## src/rtl/extirq_cond_pkg.sv

```systemverilog
package extirq_cond_pkg;

  localparam int DATA_W    = 32;
  localparam int MAX_LINES = 8;

  // bit positions inside a line configuration word
  localparam int EN_POS  = 16;
  localparam int LVL_POS = 9;
  localparam int POL_POS = 8;

  typedef struct packed {
    logic en;
    logic lvl;
    logic pol;
  } lineCfg_t;

  // strobes handed from control to datapath
  typedef struct packed {
    logic [MAX_LINES-1:0] cfgWr;
    lineCfg_t             wrCfg;
  } ctrlStrobe_t;

  function automatic logic [DATA_W-1:0] cfgToWord(input lineCfg_t c);
    logic [DATA_W-1:0] w;
    w          = '0;
    w[EN_POS]  = c.en;
    w[LVL_POS] = c.lvl;
    w[POL_POS] = c.pol;
    return w;
  endfunction

  function automatic lineCfg_t wordToCfg(input logic [DATA_W-1:0] w);
    lineCfg_t c;
    c.en  = w[EN_POS];
    c.lvl = w[LVL_POS];
    c.pol = w[POL_POS];
    return c;
  endfunction

endpackage

```

## src/rtl/extirq_cond_ctrl.sv

```systemverilog
module extirq_cond_ctrl
  import extirq_cond_pkg::*;
#(
  parameter int NUM_LINES = 2,
  parameter int ADDR_W    = 8
) (
  input  logic                            clk,
  input  logic                            rstN,
  input  logic                            busWrEn,
  input  logic [ADDR_W-1:0]               busAddr,
  input  logic [DATA_W-1:0]               busWdata,
  input  lineCfg_t [NUM_LINES-1:0]        cfgQ,
  output ctrlStrobe_t                     strobe,
  output logic [DATA_W-1:0]               busRdata
);

  localparam int CFG_BASE = 4;
  localparam int CFG_STEP = 4;

  logic                 statusHit;
  logic [NUM_LINES-1:0] lineHit;
  logic                 anyHit;

  assign statusHit = (busAddr == '0);

  for (genvar i = 0; i < NUM_LINES; i++) begin : g_dec
    localparam logic [ADDR_W-1:0] LINE_OFS = ADDR_W'(CFG_BASE + CFG_STEP * i);
    assign lineHit[i] = (busAddr == LINE_OFS);
  end

  assign anyHit = statusHit | (|lineHit);

  always_comb begin
    strobe       = '0;
    strobe.wrCfg = wordToCfg(busWdata);
    for (int i = 0; i < NUM_LINES; i++) begin
      strobe.cfgWr[i] = busWrEn & lineHit[i];
    end
  end

  always_comb begin
    busRdata = '0;
    if (statusHit) begin
      busRdata[NUM_LINES-1:0] = '1;
    end
    for (int i = 0; i < NUM_LINES; i++) begin
      if (lineHit[i]) begin
        busRdata = cfgToWord(cfgQ[i]);
      end
    end
  end

  // a single bus write reaches at most one line
  a_r9_single_target: assert property (@(posedge clk) disable iff (!rstN)
    $onehot0(strobe.cfgWr));

  // unmapped writes raise no strobe
  a_r10_unmapped_wr: assert property (@(posedge clk) disable iff (!rstN)
    (busWrEn && !anyHit) |-> (strobe.cfgWr == '0));

  // unmapped reads return zero
  a_r10_unmapped_rd: assert property (@(posedge clk) disable iff (!rstN)
    !anyHit |-> (busRdata == '0));

  // status word holds its fixed ready pattern
  a_r3_status_value: assert property (@(posedge clk) disable iff (!rstN)
    statusHit |-> ($countones(busRdata) == NUM_LINES));

endmodule

```

## src/rtl/extirq_cond_dp.sv

```systemverilog
module extirq_cond_dp
  import extirq_cond_pkg::*;
#(
  parameter int NUM_LINES   = 2,
  parameter int SYNC_STAGES = 2
) (
  input  logic                     clk,
  input  logic                     rstN,
  input  ctrlStrobe_t              strobe,
  input  logic [NUM_LINES-1:0]     pinIn,
  output lineCfg_t [NUM_LINES-1:0] cfgQ,
  output logic [NUM_LINES-1:0]     irqOut
);

  // cycles since reset, saturating; used only by checks
  logic [1:0] warmCnt;
  always_ff @(posedge clk) begin
    if (!rstN)                warmCnt <= '0;
    else if (warmCnt != 2'd3) warmCnt <= warmCnt + 2'd1;
  end

  for (genvar i = 0; i < NUM_LINES; i++) begin : g_line
    logic [SYNC_STAGES-1:0] syncQ;
    logic                   pinSync;
    logic                   invert;

    always_ff @(posedge clk) begin
      if (!rstN)                cfgQ[i] <= '0;
      else if (strobe.cfgWr[i]) cfgQ[i] <= strobe.wrCfg;
    end

    always_ff @(posedge clk) begin
      if (!rstN) syncQ <= '0;
      else       syncQ <= {syncQ[SYNC_STAGES-2:0], pinIn[i]};
    end

    assign pinSync   = syncQ[SYNC_STAGES-1];
    // level: polarity set means high-active; edge: polarity set means falling
    assign invert    = cfgQ[i].lvl ? ~cfgQ[i].pol : cfgQ[i].pol;
    assign irqOut[i] = cfgQ[i].en & (pinSync ^ invert);

    // a disabled line never asserts
    a_r8_gate_low: assert property (@(posedge clk) disable iff (!rstN)
      !cfgQ[i].en |-> !irqOut[i]);

    // register holds unless its own strobe fires
    a_r9_cfg_hold: assert property (@(posedge clk) disable iff (!rstN)
      !strobe.cfgWr[i] |=> $stable(cfgQ[i]));

    // register takes the written fields on its strobe
    a_r2_cfg_load: assert property (@(posedge clk) disable iff (!rstN)
      strobe.cfgWr[i] |=> (cfgQ[i] == $past(strobe.wrCfg)));

    if (SYNC_STAGES == 2) begin : g_lat
      // active-high level shows the pin two edges late
      a_r11_latency: assert property (@(posedge clk) disable iff (!rstN)
        (warmCnt >= 2'd2 && cfgQ[i].en && cfgQ[i].lvl && cfgQ[i].pol)
          |-> (irqOut[i] == $past(pinIn[i], 2)));
    end
  end

  // control never strobes a line that does not exist
  a_r10_strobe_range: assert property (@(posedge clk) disable iff (!rstN)
    (MAX_LINES'(strobe.cfgWr >> NUM_LINES) == '0));

endmodule

```

## src/rtl/extirq_cond.sv

```systemverilog
module extirq_cond
  import extirq_cond_pkg::*;
#(
  parameter int NUM_LINES   = 2,
  parameter int ADDR_W      = 8,
  parameter int SYNC_STAGES = 2
) (
  input  logic                 clk,
  input  logic                 rstN,
  input  logic                 busWrEn,
  input  logic [ADDR_W-1:0]    busAddr,
  input  logic [31:0]          busWdata,
  output logic [31:0]          busRdata,
  input  logic [NUM_LINES-1:0] pinIn,
  output logic [NUM_LINES-1:0] irqOut
);

  ctrlStrobe_t              strobe;
  lineCfg_t [NUM_LINES-1:0] cfgQ;

  extirq_cond_ctrl #(
    .NUM_LINES(NUM_LINES),
    .ADDR_W   (ADDR_W)
  ) u_ctrl (
    .clk     (clk),
    .rstN    (rstN),
    .busWrEn (busWrEn),
    .busAddr (busAddr),
    .busWdata(busWdata),
    .cfgQ    (cfgQ),
    .strobe  (strobe),
    .busRdata(busRdata)
  );

  extirq_cond_dp #(
    .NUM_LINES  (NUM_LINES),
    .SYNC_STAGES(SYNC_STAGES)
  ) u_dp (
    .clk   (clk),
    .rstN  (rstN),
    .strobe(strobe),
    .pinIn (pinIn),
    .cfgQ  (cfgQ),
    .irqOut(irqOut)
  );

  initial begin
    a_r2_line_limit: assert (NUM_LINES >= 1 && NUM_LINES <= MAX_LINES);
    a_r11_sync_depth: assert (SYNC_STAGES >= 2);
  end

endmodule

```

## config.mk

```make
export PLATFORM = sky130hd
export DESIGN_NAME = extirq_cond
export DESIGN_NICKNAME = d
export VERILOG_FILES = /design/src/rtl/extirq_cond_pkg.sv /design/src/rtl/extirq_cond_ctrl.sv /design/src/rtl/extirq_cond_dp.sv /design/src/rtl/extirq_cond.sv
export SDC_FILE = /design/constraint.sdc
export NUM_CORES = 1
export LEC_CHECK = 0
export ABC_AREA = 1
export BUFFER_PORTS_ARGS = -buffer_cell sky130_fd_sc_hd__buf_2
export CAP_MARGIN = 20
export CORE_MARGIN = 3
export CORE_UTILIZATION = 30
export CTS_CLUSTER_DIAMETER = 120
export DETAILED_ROUTE_END_ITERATION = 8
export GPL_ROUTABILITY_DRIVEN = 0
export MAX_ROUTING_LAYER = met4
export PLACE_DENSITY = 0.74
export SLEW_MARGIN = 20
export SYNTH_ARGS = -nofsm -noshare
export SYNTH_HDL_FRONTEND = slang
export SYNTH_SLANG_ARGS = --single-unit
```

## constraint.sdc

```tcl
create_clock -name clk -period 0.8 [get_ports clk]
set_input_delay 0.12 -clock clk [delete_from_list [all_inputs] [get_ports clk]]
set_output_delay 0.12 -clock clk [all_outputs]
set_load 0.05 [all_outputs]
```

==> flow_summary.html <==
<table>
<tr><th>Metric</th><th>Value</th></tr>
<tr><th colspan="2">Run status</th></tr>
<tr><td>Status</td><td>finished with violations</td></tr>
<tr><td>Violated checks</td><td>setup timing</td></tr>
<tr><th colspan="2">GRT</th></tr>
<tr><td>GR Util All Layers</td><td>0.104</td></tr>
<tr><td>Wire length of the first global-routing pass</td><td>2550 µm</td></tr>
<tr><td>Remaining global-route overflow</td><td>0</td></tr>
<tr><td>Largest net degree at the start of global routing</td><td>13</td></tr>
<tr><td>Initial antenna violation count</td><td>0</td></tr>
<tr><td>Number of global-route vias before repair</td><td>622</td></tr>
<tr><th colspan="2">Logic synthesis</th></tr>
<tr><td>Instance count of the mapped netlist</td><td>around 110</td></tr>
<tr><td>Most repeated cell in the gate-level netlist after synthesis</td><td>buf_4</td></tr>
<tr><td>Post-synth top cells</td><td>buf_4, nand2_1, inv_1, nor2_1, dfxtp_1</td></tr>
<tr><td>Post-synth top flop</td><td>dfxtp_1</td></tr>
<tr><td>Post-Syn Area</td><td>~730 µm²</td></tr>
<tr><td>Dominant cell type by area after synthesis</td><td>buf_4</td></tr>
<tr><td>Share of flip-flops with an asynchronous set or reset</td><td>0</td></tr>
<tr><td>Top cell type's share of synthesized area</td><td>0.287</td></tr>
<tr><td>Proportion of synthesized chip area in sequential cells</td><td>0.274</td></tr>
<tr><td>EDFF count, synth</td><td>0</td></tr>
<tr><td>Synth unique cells</td><td>15</td></tr>
<tr><td>Mean area per synthesized cell</td><td>6.84 µm²</td></tr>
<tr><td>Count of synthesis-stage warnings from yosys</td><td>0</td></tr>
<tr><td>Synth top area cells</td><td>buf_4, dfxtp_1, nand2_1</td></tr>
<tr><td>Register bit count reported by yosys</td><td>10</td></tr>
<tr><th colspan="2">Worst hold path</th></tr>
<tr><td>Endpoint of the worst hold-timing path</td><td>u_dp.g_line[0].syncQ[0]$_SDFF_PN0_</td></tr>
<tr><td>Critical hold path startpoint</td><td>pinIn[0]</td></tr>
<tr><td>Cell count of the worst hold path</td><td>3</td></tr>
<tr><td>Hold WC Path Type</td><td>in -&gt; reg</td></tr>
<tr><th colspan="2">Timing</th></tr>
<tr><td>Setup TNS</td><td>-2.82 ns</td></tr>
<tr><td>Worst Clk Skew</td><td>roughly 0.004 ns</td></tr>
<tr><td>Period Utilization, post-route</td><td>1.63</td></tr>
<tr><td>Final Hold Vio Count</td><td>0</td></tr>
<tr><td>RSZ-0062 raised after global routing</td><td>yes</td></tr>
<tr><td>Worst hold-check slack</td><td>0.0413 ns</td></tr>
<tr><td>Slew Limit Fails</td><td>0</td></tr>
<tr><td>Final Critical Period</td><td>1.30 ns</td></tr>
<tr><td>Max Fclk</td><td>766 MHz</td></tr>
<tr><td>Setup WS post-layout</td><td>-0.505 ns</td></tr>
<tr><td>Total of endpoints with negative setup slack in the final report</td><td>13</td></tr>
<tr><th colspan="2">Routing</th></tr>
<tr><td>Detailed router's first-iteration violation count</td><td>6</td></tr>
<tr><td>Via total after detailed routing</td><td>642</td></tr>
<tr><td>Pre-antenna DRT Iters</td><td>4</td></tr>
<tr><td>Total detailed-routing wirelength</td><td>1620 µm</td></tr>
<tr><td>Number of remaining DRC errors</td><td>0</td></tr>
<tr><td>Average vias per placed instance</td><td>3.82</td></tr>
<tr><td>Post-DRT Antenna Nets</td><td>0</td></tr>
<tr><td>Avg WL per Cell</td><td>9.64 µm</td></tr>
<tr><th colspan="2">Clock tree</th></tr>
<tr><td>Clock tree from TritonCTS</td><td>done</td></tr>
<tr><td>Clock latency of the later-clocked register in the worst-skew pair</td><td>about 0.26 ns</td></tr>
<tr><td>CTS clock-pin slew for the worst setup and hold paths</td><td>about 0.060 ns</td></tr>
<tr><td>Clock buffers created by TritonCTS</td><td>3</td></tr>
<tr><td># clock sinks</td><td>10</td></tr>
<tr><td>H-tree level count</td><td>1</td></tr>
<tr><td>Maximum clock path buffer count</td><td>2</td></tr>
<tr><td>Clock tree root driver cell</td><td>clkbuf_4</td></tr>
<tr><th colspan="2">Worst setup path</th></tr>
<tr><td>Critical setup path kind</td><td>reg -&gt; out</td></tr>
<tr><td>Arrival time at the worst endpoint</td><td>1.18 ns</td></tr>
<tr><td>Setup slack of the most critical reg-to-reg path</td><td>-0.06 ns</td></tr>
<tr><td>Endpoint required time on the critical path</td><td>around 0.7 ns</td></tr>
<tr><td>Endpoint of the most critical register-to-register path</td><td>u_dp.cfgQ[4]$_SDFFE_PN0P_</td></tr>
<tr><td>Startpoint of the lowest-slack register-to-register path</td><td>u_dp.cfgQ[4]$_SDFFE_PN0P_</td></tr>
<tr><td>Depth of the worst register-to-register path</td><td>4</td></tr>
<tr><td>Setup crit end kind</td><td>output port</td></tr>
<tr><td>Biggest fanout along the worst timing path</td><td>2</td></tr>
<tr><td>Critical path launch point type</td><td>flip-flop</td></tr>
<tr><th colspan="2">Placement</th></tr>
<tr><td>Inst Count DP</td><td>162</td></tr>
<tr><td>Input/output buffers</td><td>22</td></tr>
<tr><td>Total half-perimeter wirelength after legalization and detailed placement</td><td>between 1000 and 1500 µm</td></tr>
<tr><td>Pre-CTS setup slack</td><td>-0.359 ns</td></tr>
<tr><td>Placed cell areas</td><td>891 µm²</td></tr>
<tr><th colspan="2">Cells and area</th></tr>
<tr><td>Ratio of cells with drive above 1 in the final layout</td><td>0.550</td></tr>
<tr><td>Nets</td><td>187</td></tr>
<tr><td>Finished layout cell area</td><td>1190 µm²</td></tr>
<tr><td>Area delta synth-&gt;final</td><td>63.1%</td></tr>
<tr><td>Final instance count without filler cells</td><td>168</td></tr>
<tr><td>Number of inserted diodes</td><td>0</td></tr>
<tr><th colspan="2">Floorplan</th></tr>
<tr><td>Core area</td><td>2250 µm²</td></tr>
<tr><td>Chip height</td><td>between 50 and 60 µm</td></tr>
<tr><td>Die width</td><td>about 55 µm</td></tr>
<tr><td>Initial standard-cell utilization of the core</td><td>0.325</td></tr>
<tr><td>Num rows</td><td>17</td></tr>
<tr><td>Number of top-level design ports</td><td>79</td></tr>
<tr><td>Die footprint</td><td>3070 µm²</td></tr>
<tr><th colspan="2">Power</th></tr>
<tr><td>VDD IR max</td><td>1170 µV</td></tr>
<tr><td>Reported leakage power</td><td>roughly 0.6 nW</td></tr>
<tr><td>Total power per unit cell area</td><td>about 1100 nW/µm²</td></tr>
<tr><th colspan="2">Flow run</th></tr>
<tr><td>Maximum capacitance violations</td><td>0</td></tr>
</table>
==> cell usage in the layout, fill, tap and decap left out, drive strengths merged <==
master and count:
nand2 22, clkbuf 3, buf 34, nor2 16, dfxtp 10, xnor2 2, a21oi 6, inv 11
conb 27, nand3 7, xor2 2
==> layer usage <==
| layer | share of wire | vias up | track usage |
|---|---|---|---|
| met5 | 0 | - | - |
| met4 | 0.012 | 0 | 0.0313 |
| met3 | 0.069 | 2 | 0.0491 |
| met2 | 0.57 | 26 | 0.182 |
| met1 | 0.35 | 285 | 0.102 |
| li1 | - | 329 | - |
==> worst max-delay path by stage <==
stage / to / slack, ns / cells after the start / startpoint
floorplan: irqOut[1] / -0.19 / 3 / u_dp.cfgQ[4]$_SDFFE_PN0P_
global placement: busRdata[8] / -0.35 / 7 / busAddr[7]
detailed placement: busRdata[8] / -0.36 / 7 / busAddr[1]
CTS: irqOut[0] / -0.54 / 4 / u_dp.cfgQ[0]$_SDFFE_PN0P_
global route: irqOut[0] / -0.55 / 4 / u_dp.cfgQ[1]$_SDFFE_PN0P_
finish: irqOut[0] / -0.50 / 4 / u_dp.cfgQ[1]$_SDFFE_PN0P_
==> worst max-delay path: stages (launching register included) <==
cell and delay (ns):
dfxtp_2 0.34, xnor2_2 0.20, xor2_2 0.20, nor2_4 0.04, buf_6 0.14
==> cell families (layout without fill, tap and decap cells) <==
group / Yosys count / in the layout / synth area share
other: 1 / 27 / 0.00512
DFF: 10 / 10 / 0.274
buffers and inverters: 41 / 48 / 0.356
xor gates and xnor gates: 4 / 4 / 0.0479
and+or+nand+nor: 45 / 45 / 0.277
AOI/OAI and AO/OA: 6 / 6 / 0.0410
==> what timing repair did <==
| item | in CTS | in global routing |
|---|---|---|
| endpoints found under the setup margin | 7 | 13 |
| hold buffers | 0 | 0 |
| setup buffers | 3 | 5 |
| resized for setup | 47 | 23 |
| cloned | 0 | 0 |
| pin swaps | 14 | 15 |
==> sequential cells by signal, summed over array words and instances (netlist names) <==
name,cells
u_dp.g_line.syncQ,4
u_dp.cfgQ,6
==> stage by stage <==
step	utilization	power [W]
final	0.529	0.00129
after global routing	0.529	0.00135
after CTS	0.494	0.00128
after detailed placement	0.395	0.000919
after floorplan	-	0.000962
after global placement	0.395	0.000916
==> cell type report <==
type,count,area (µm²)
clock buffers,3,22.5
well taps,28,35.0
inverters,11,41.3
multi-input cells,82,557
fillers,193,1060
repair buffers,34,329
flip-flops and latches,10,209
==> power by group <==
group | total [W] | internal (W) | leakage, nW | switching (W)
clock network | 0.000328 | 0.000173 | 0.0138 | 0.000155
registers | 0.000510 | 0.000505 | 0.0843 | 0.00000530
logic | 0.000452 | 0.0000856 | 0.518 | 0.000366
total | 0.00129 | 0.000763 | 0.616 | 0.000526
No activity file was read; power rests on OpenSTA's default activity.
